[config.mk]
export PLATFORM = sky130hd
export DESIGN_NAME = lj_audio_tx
export DESIGN_NICKNAME = d
export VERILOG_FILES = /design/src/rtl/lj_pkg.sv /design/src/rtl/lj_sync_edge.sv /design/src/rtl/lj_slot_shift.sv /design/src/rtl/lj_audio_tx.sv
export SDC_FILE = /design/constraint.sdc
export NUM_CORES = 1
export LEC_CHECK = 0
export ABC_AREA = 1
export ABC_CLOCK_PERIOD_IN_PS = 2800
export BUFFER_PORTS_ARGS = -buffer_cell sky130_fd_sc_hd__buf_2
export CORE_MARGIN = 1
export CORE_UTILIZATION = 61
export CTS_BUF_LIST = sky130_fd_sc_hd__clkbuf_2 sky130_fd_sc_hd__clkbuf_4 sky130_fd_sc_hd__clkbuf_8
export DETAILED_ROUTE_END_ITERATION = 8
export PLACE_DENSITY = 0.87
export SETUP_SLACK_MARGIN = 0.15
export SLEW_MARGIN = 40
export SYNTH_ARGS = -nofsm -noshare
export SYNTH_HDL_FRONTEND = slang
export SYNTH_SLANG_ARGS = --single-unit
export TNS_END_PERCENT = 5
[constraint.sdc]
create_clock -name clk -period 2.8 [get_ports clk]
set_clock_uncertainty 0.2 [all_clocks]
set_input_delay 0.56 -clock clk [delete_from_list [all_inputs] [get_ports clk]]
set_output_delay 0.56 -clock clk [all_outputs]
set_load 0.03 [all_outputs]
[src/rtl/lj_pkg.sv]
package lj_pkg;
    localparam int PCM_W      = 16;
    localparam int SYNC_DEPTH = 2;
    localparam int N_CLK_IN   = 2;
    localparam int IDX_BCLK   = 0;
    localparam int IDX_LRCLK  = 1;
endpackage

[src/rtl/lj_sync_edge.sv]
module lj_sync_edge #(
    parameter int STAGES = 2
) (
    input  logic clk,
    input  logic rst_n,
    input  logic din,
    output logic level,
    output logic rise,
    output logic fall
);
    typedef struct packed {
        logic [STAGES-1:0] chain;
        logic              last;
    } sync_t;

    sync_t sync_d, sync_q;

    always_comb begin
        sync_d       = sync_q;
        sync_d.chain = {sync_q.chain[STAGES-2:0], din};
        sync_d.last  = sync_q.chain[STAGES-1];
    end

    always_ff @(posedge clk) begin
        if (!rst_n) sync_q <= '0;
        else        sync_q <= sync_d;
    end

    assign level = sync_q.chain[STAGES-1];
    assign rise  = level & ~sync_q.last;
    assign fall  = ~level & sync_q.last;
endmodule

[src/rtl/lj_slot_shift.sv]
module lj_slot_shift #(
    parameter int W = 16
) (
    input  logic         clk,
    input  logic         rst_n,
    input  logic         lr_rise,
    input  logic         lr_fall,
    input  logic         bit_fall,
    input  logic         pair_valid,
    input  logic [W-1:0] left_pcm,
    input  logic [W-1:0] right_pcm,
    output logic         sdata,
    output logic         sample_req
);
    typedef struct packed {
        logic [W-1:0] shreg;
        logic [W-1:0] right;
        logic         valid;
        logic         req;
    } shift_t;

    shift_t sh_d, sh_q;

    always_comb begin
        sh_d     = sh_q;
        sh_d.req = 1'b0;
        if (lr_rise) begin
            sh_d.req   = 1'b1;
            sh_d.valid = pair_valid;
            if (pair_valid) sh_d.right = right_pcm;
            sh_d.shreg = pair_valid ? left_pcm : '0;
        end else if (lr_fall) begin
            sh_d.shreg = sh_q.valid ? sh_q.right : '0;
        end else if (bit_fall) begin
            sh_d.shreg = {sh_q.shreg[W-2:0], 1'b0};
        end
    end

    always_ff @(posedge clk) begin
        if (!rst_n) sh_q <= '0;
        else        sh_q <= sh_d;
    end

    assign sdata      = sh_q.shreg[W-1];
    assign sample_req = sh_q.req;


    no_pair_quiet_chk: assert property (@(posedge clk) disable iff (!rst_n)
        (lr_rise && !pair_valid) |=> !sdata);
endmodule

[src/rtl/lj_audio_tx.sv]
module lj_audio_tx #(
    parameter int W      = lj_pkg::PCM_W,
    parameter int STAGES = lj_pkg::SYNC_DEPTH
) (
    input  logic         clk,
    input  logic         rst_n,
    input  logic         bclk_in,
    input  logic         lrclk_in,
    input  logic         pair_valid,
    input  logic [W-1:0] left_pcm,
    input  logic [W-1:0] right_pcm,
    output logic         sample_req,
    output logic         sdata
);
    localparam int NIN = lj_pkg::N_CLK_IN;

    logic [NIN-1:0] raw_in;
    logic [NIN-1:0] lvl;
    logic [NIN-1:0] rise;
    logic [NIN-1:0] fall;

    assign raw_in[lj_pkg::IDX_BCLK]  = bclk_in;
    assign raw_in[lj_pkg::IDX_LRCLK] = lrclk_in;

    for (genvar g = 0; g < NIN; g++) begin : g_sync
        lj_sync_edge #(.STAGES(STAGES)) sync_i (
            .clk   (clk),
            .rst_n (rst_n),
            .din   (raw_in[g]),
            .level (lvl[g]),
            .rise  (rise[g]),
            .fall  (fall[g])
        );
    end

    logic lr_rise, lr_fall, bit_fall, lr_level_unused;
    assign lr_rise  = rise[lj_pkg::IDX_LRCLK];
    assign lr_fall  = fall[lj_pkg::IDX_LRCLK];
    assign bit_fall = fall[lj_pkg::IDX_BCLK];
    assign lr_level_unused = ^{lvl, rise[lj_pkg::IDX_BCLK]};

    lj_slot_shift #(.W(W)) shift_i (
        .clk        (clk),
        .rst_n      (rst_n),
        .lr_rise    (lr_rise),
        .lr_fall    (lr_fall),
        .bit_fall   (bit_fall),
        .pair_valid (pair_valid),
        .left_pcm   (left_pcm),
        .right_pcm  (right_pcm),
        .sdata      (sdata),
        .sample_req (sample_req)
    );


    quiet_hold_chk: assert property (@(posedge clk) disable iff (!rst_n)
        (!lr_rise && !lr_fall && !bit_fall) |=> $stable(sdata));


    msb_load_chk: assert property (@(posedge clk) disable iff (!rst_n)
        (lr_rise && pair_valid) |=> (sdata == $past(left_pcm[W-1])));


    req_pulse_chk: assert property (@(posedge clk) disable iff (!rst_n)
        sample_req |=> !sample_req);


    req_fall_chk: assert property (@(posedge clk) disable iff (!rst_n)
        lr_fall |=> !sample_req);
endmodule

==> flow_summary.json, run 1 <==
{
  "status": "complete, no violations",
  "cts_buffers": 5,
  "min_to": "g_sync[1].sync_i.sync_d[2]$_SDFF_PN0_",
  "n_antenna_cell": 0,
  "clk_pin_slew_ps": 110,
  "cts_tree": "yes",
  "hold_depth": 3,
  "ir_worst_vdd_v": 0.000370,
  "critPathTopFamily": "simple AND/OR/NAND/NOR gates",
  "fin_crit_ps": 2150,
  "cts_resized": 0,
  "rrSetupSlack_ps": 650,
  "cts.hold.buffers_added": 0,
  "synth_fp_nets": 331,
  "drt-vias-per-instance": 5.37,
  "crit_top_cell": "nor2_1",
  "relSlewSlack": 0.577,
  "maxSlewViolCount": 0,
  "required_ps": 2870,
  "period_share": 0.766,
  "final_core_util": 0.709,
  "clk_latency_ps": 350,
  "synthTopCellsByCount": "nand2_1, nand3_1, dfxtp_1",
  "synth.most_common_cell": "nand2_1",
  "grt_pass1_vias": 1572,
  "yosysSeqAreaShare": 0.404,
  "die_y_um": 59.0,
  "cts_root_buf": "clkbuf_4",
  "synthCells": 294,
  "async_flop_share": 0,
  "fin_tns_setup_ps": 0,
  "hold_class": "input port to flop",
  "maxCapViolations": 0,
  "cp-start-kind": "flop",
  "power_uw": 1070,
  "fill_cells": 293,
  "yosysTopAreaCell": "dfxtp_1",
  "synth_flop_cell": "dfxtp_1",
  "antenna_found_initial": 0,
  "design.die.area_mm2": 0.00349,
  "placed_cells": 355,
  "num_vias": 1949,
  "hp-start": "lrclk_in",
  "synth_edf_count": 0,
  "path_cells": "nand2_2 > nand3_4 > nand2_1 > nor2_1 > nor2_1",
  "fin_nets": 355,
  "grt-ovfl-total": 0,
  "r2r_cells": 5,
  "ctsLongestPathBuffers": 2,
  "ys_types": 17,
  "crit_buf_inv": 0,
  "worst_pin_slew_ps": 633,
  "critPathArrivalTime_ps": 2210,
  "clkSinkCount": 40,
  "timing.rr.end": "shift_i.sh_q[24]$_SDFFE_PN0P_",
  "ios": 39,
  "cp_max_fo": 31,
  "htreeDepth": 2,
  "setup_viol": 0,
  "gr-usage-all-layers": 0.270,
  "final_antenna_net_count": 0,
  "worstSetupPathType": "flop to flop",
  "grt_max_degree": 34,
  "fin_cells": 363,
  "finalHoldViolCount": 0,
  "portBuffers": 38,
  "fp.dieW_um": 59.0,
  "grt_pass1_wl_um": 6910,
  "syn_area_mm2": 0.00198,
  "drive_gt1_frac": 0.169,
  "rsz0062_at_grt": "no",
  "routabilityCongestion": 0.855,
  "drt_iter0_markers": 191,
  "p_leak_uw": 0.00102,
  "yosysWarnings": 0,
  "ys_top_cells_by_area": "dfxtp_1, nand2_1, nand3_1",
  "core_area_mm2": 0.00308,
  "critPathSlowestCell": "dfxtp_1",
  "hpwl_um": 2830,
  "wl_um": 4250,
  "fmax_ghz": 0.466,
  "post_cts_buffers": 0,
  "rows": 20,
  "synth_seq_cells": 40,
  "start_util": 0.645,
  "drc": 0,
  "worstReg2RegStart": "g_sync[1].sync_i.sync_q[0]$_SDFF_PN0_",
  "post_drt_wl_per_cell_um": 11.7,
  "yosysTopAreaCellShare": 0.404,
  "syn_area_per_cell_um2": 6.75,
  "endpoint_kind": "flop",
  "area_delta_synth_final_pct": 9.90,
  "slowest_delay_ps": 740,
  "first_pass_iters": 4,
  "p_per_area_mw_per_mm2": 492
}
-- cell families after synthesis --
kind of cell / count (synthesis) / share of synthesized area
compound gates: 18 / 0.0454
flops: 40 / 0.404
buf+inv: 50 / 0.116
simple gates: 186 / 0.435
-- tightest hold or removal path, stage by stage --
cell and delay, ps:
buf_2 70, nand2_1 40, inv_1 40
-- per-stage QoR --
step	hold WS, ps	area, µm²	setup slack (ps)
3_3_place_gp	195	2120	738
4_1_cts	169	2180	680
5_1_grt	188	2180	486
2_1_floorplan	190	1980	1310
3_5_place_dp	210	2120	688
6_report	183	2180	655
-- placed cells by master (no fill, tap or decap), types with 3 or more instances in the layout --
master / count
buf_2: 38
nand3_1: 45
nand4_1: 33
dfxtp_1: 40
clkbuf_4: 5
inv_1: 24
buf_4: 3
nor2_1: 33
nand2_1: 71
a21oi_1: 17
-- how the worst max path moves through the flow --
stage	from	to	slack, ps	depth (start not counted)
detailed placement	g_sync[1].sync_i.sync_q[0]$_SDFF_PN0_	shift_i.sh_q[30]$_SDFFE_PN0P_	690	5
global placement	g_sync[1].sync_i.sync_q[0]$_SDFF_PN0_	shift_i.sh_q[30]$_SDFFE_PN0P_	740	5
CTS	g_sync[1].sync_i.sync_q[0]$_SDFF_PN0_	shift_i.sh_q[24]$_SDFFE_PN0P_	680	5
floorplan	pair_valid	shift_i.sdata$_SDFFE_PN0P_	1310	6
finish	g_sync[1].sync_i.sync_q[0]$_SDFF_PN0_	shift_i.sh_q[24]$_SDFFE_PN0P_	650	5
global route	g_sync[1].sync_i.sync_q[0]$_SDFF_PN0_	shift_i.sh_q[26]$_SDFFE_PN0P_	490	5
-- layout make-up --
type                    instances  area (µm²)  share of cell area
clock buffers                   6        51.3              0.0235
clock inverters                 2        10.0             0.00459
inverters                      26        97.6              0.0448
multi-input cells             204         953               0.437
flip-flops and latches         40         801               0.367
well taps                      44        55.1              0.0252
repair buffers                 41         213              0.0975
-- power by group --
| group | switching (µW) | internal, µW | total, µW | leakage [µW] |
|---|---|---|---|---|
| registers | 17.5 | 597 | 614 | 0.000327 |
| clock network | 185 | 119 | 304 | 0.0000380 |
| logic | 92.1 | 63.0 | 155 | 0.000660 |
-- state kept, by name (all words and copies together) (netlist names) --
signal,cells
g_sync.sync_i.sync_q,2
shift_i.sample_req,1
g_sync.sync_i.sync_d,2
g_sync.sync_i.level,2
shift_i.sh_q,32
shift_i.sdata,1
-- routing by layer --
metal	wire length [µm]	up-vias	part of all wire	global-route usage
met4	76	0	0.018	0.105
li1	-	1017	-	-
met3	288	6	0.068	0.0655
met1	1990	861	0.47	0.361
met5	0	-	0	0
met2	1900	65	0.45	0.420
Power figures use the tool's default switching activity.
==> run 2, diff against run 1 <==
--- a/config.mk
+++ b/config.mk
@@ -6,13 +6,13 @@
 export NUM_CORES = 1
 export LEC_CHECK = 0
 export ABC_AREA = 1
-export ABC_CLOCK_PERIOD_IN_PS = 2800
+export ABC_CLOCK_PERIOD_IN_PS = 2000
 export BUFFER_PORTS_ARGS = -buffer_cell sky130_fd_sc_hd__buf_2
 export CORE_MARGIN = 1
-export CORE_UTILIZATION = 61
+export CORE_UTILIZATION = 57
 export CTS_BUF_LIST = sky130_fd_sc_hd__clkbuf_2 sky130_fd_sc_hd__clkbuf_4 sky130_fd_sc_hd__clkbuf_8
 export DETAILED_ROUTE_END_ITERATION = 8
-export PLACE_DENSITY = 0.87
+export PLACE_DENSITY = 0.82
 export SETUP_SLACK_MARGIN = 0.15
 export SLEW_MARGIN = 40
 export SYNTH_ARGS = -nofsm -noshare
==> constraint.sdc (replaced) <==
create_clock -name clk -period 2 [get_ports clk]
set_clock_uncertainty 0.2 [all_clocks]
set_input_delay 0.4 -clock clk [delete_from_list [all_inputs] [get_ports clk]]
set_output_delay 0.4 -clock clk [all_outputs]
set_load 0.03 [all_outputs]
==> run 2 against run 1 <==
Cell area is 3.9% higher. Critical path depth up 2. Global-route usage decreased by 0.37 points. Total power increased by 55%. Maximum frequency grew 26%. Count of clock-buffer cells in the layout did not move. Worst hold slack worse by 160 ps. Non-clock buffer count increased by 7. Sequential cell count is the same. First-iteration DRC count is 7.9% lower. Critical path type unchanged. Critical endpoint is now shift_i.sh_q[28]$_SDFFE_PN0P_. Largest power group unchanged.
==> flow_summary.json, run 2 (same netlist as run 1, synthesis figures left out) <==
{
  "area_delta_synth_final_pct": 14.2,
  "drt_iter0_markers": 176,
  "rows": 21,
  "cts_tree": "yes",
  "place_area_mm2": 0.00217,
  "critPathArrivalTime_ps": 1790,
  "path_cells": "inv_2 > nor2_4 > buf_4 > nand3_1 > nand2_1 > nor2_1 > nor2_1",
  "post_drt_wl_per_cell_um": 11.8,
  "cts_buffers": 5,
  "fill_cells": 334,
  "routabilityCongestion": 0.838,
  "fin_nets": 362,
  "htreeDepth": 2,
  "fin_tns_setup_ps": 0,
  "final_core_util": 0.679,
  "num_vias": 1972,
  "start_util": 0.595,
  "grt-ovfl-total": 0,
  "n_antenna_cell": 0,
  "maxCapViolations": 0,
  "fin_crit_ps": 1700,
  "fmax_ghz": 0.590,
  "final_cell_mix": "nand2_1, nand3_1, dfxtp_1",
  "cts.hold.buffers_added": 0,
  "hpwl_um": 3140,
  "cp_max_fo": 18,
  "power_uw": 1660,
  "grt_pass1_vias": 1684,
  "first_pass_iters": 5,
  "setup_viol": 0,
  "ios": 39,
  "grt_max_degree": 24,
  "design.die.area_mm2": 0.00372,
  "stdcell_area_mm2": 0.00227,
  "rsz0062_at_grt": "yes",
  "maxSlewViolCount": 0,
  "multi_input_area_um2": 953,
  "required_ps": 2090,
  "gr-usage-all-layers": 0.266,
  "cts_root_buf": "clkbuf_4",
  "clk_pin_slew_ps": 120,
  "core_area_mm2": 0.00334,
  "final_common_cell": "nand2_1",
  "clk_latency_ps": 350,
  "critPathSlowestCell": "dfxtp_1",
  "r2r_cells": 7,
  "ir_worst_vdd_v": 0.000498,
  "post_cts_buffers": 0,
  "cp-start-kind": "flop",
  "p_per_area_mw_per_mm2": 732,
  "die_y_um": 61.0,
  "worstSetupPathType": "flop to flop",
  "fp.dieW_um": 61.0,
  "drt-vias-per-instance": 5.30,
  "hold_depth": 3,
  "regMostFlops": "shift_i.sh_q",
  "grt_pass1_wl_um": 7160,
  "clkSinkCount": 40,
  "drc": 0,
  "seqCellArea_um2": 802,
  "period_share": 0.848,
  "p_leak_uw": 0.00107,
  "relSlewSlack": 0.656,
  "finalHoldViolCount": 0,
  "antenna_found_initial": 0,
  "endpoint_kind": "flop",
  "portBuffers": 38,
  "wl_um": 4390,
  "status": "complete, no violations",
  "largest_reg_flops": 32,
  "worst_pin_slew_ps": 515,
  "drive_gt1_frac": 0.190,
  "ctsLongestPathBuffers": 2,
  "final_antenna_net_count": 0,
  "placed_cells": 364,
  "fin_cells": 372,
  "slowest_delay_ps": 430,
  "crit_top_cell": "nor2_1",
  "hold_class": "input port to flop"
}
run 2: cell types whose count changed in the layout (fill, tap and decap cells not counted):
cell	before	now
clkinv_4	0	1
dfxtp_2	0	1
buf_4	3	10
dfxtp_1	40	39
clkinv_2	2	0
bufinv_16	0	1
run 2: final timing paths:
| check | to | slack, ps | startpoint |
|---|---|---|---|
| worst max-delay path | shift_i.sh_q[28]$_SDFFE_PN0P_ | 300 | g_sync[1].sync_i.level$_SDFF_PN0_ |
| worst min-delay path | g_sync[1].sync_i.sync_d[2]$_SDFF_PN0_ | 20 | lrclk_in |
| worst max register to register | shift_i.sh_q[28]$_SDFFE_PN0P_ | 300 | g_sync[1].sync_i.level$_SDFF_PN0_ |
| worst min register to register | g_sync[0].sync_i.level$_SDFF_PN0_ | 220 | g_sync[0].sync_i.sync_d[2]$_SDFF_PN0_ |
run 2: power by group:
| group | switching (µW) | internal, µW | leakage (µW) | total (µW) |
|---|---|---|---|---|
| logic | 132 | 95.0 | 0.000693 | 227 |
| clock network | 273 | 299 | 0.0000484 | 572 |
| registers | 24.9 | 836 | 0.000327 | 860 |
| total | 430 | 1230 | 0.00107 | 1660 |
run 2: critical path: cells and delay by family (launching register included):
family	cells	cell delay (ps)
simple gates	5	590
flops	1	430
buf+inv	2	400
run 2: per-stage QoR:
step	setup WS, ps	hold slack, ps
after global routing	123	14.2
after CTS	251	16.2
after global placement	340	197
after detailed placement	293	200
after floorplan	671	190
final	304	22.5
run 2: final cells by class:
class / count / share of cell area
Sequential cell: 40 / 0.354
Timing Repair Buffer: 48 / 0.117
Multi-Input combinational cell: 204 / 0.421
Tap cell: 46 / 0.0254
Inverter: 26 / 0.0431
Clock inverter: 2 / 0.0171
Clock buffer: 6 / 0.0226
run 2: repair_timing:
| action | CTS | global route |
|---|---|---|
| resized for setup | 0 | 1 |
| hold endpoints to repair | 0 | 0 |
| endpoints found under the setup margin | 0 | 11 |
run 2: metal layers:
metal | global-route usage | routed length [µm] | vias up
met5 | 0 | 0 | -
met4 | 0.107 | 84 | 0
met3 | 0.0640 | 311 | 10
met2 | 0.432 | 2010 | 63
met1 | 0.341 | 1990 | 867
li1 | - | - | 1032
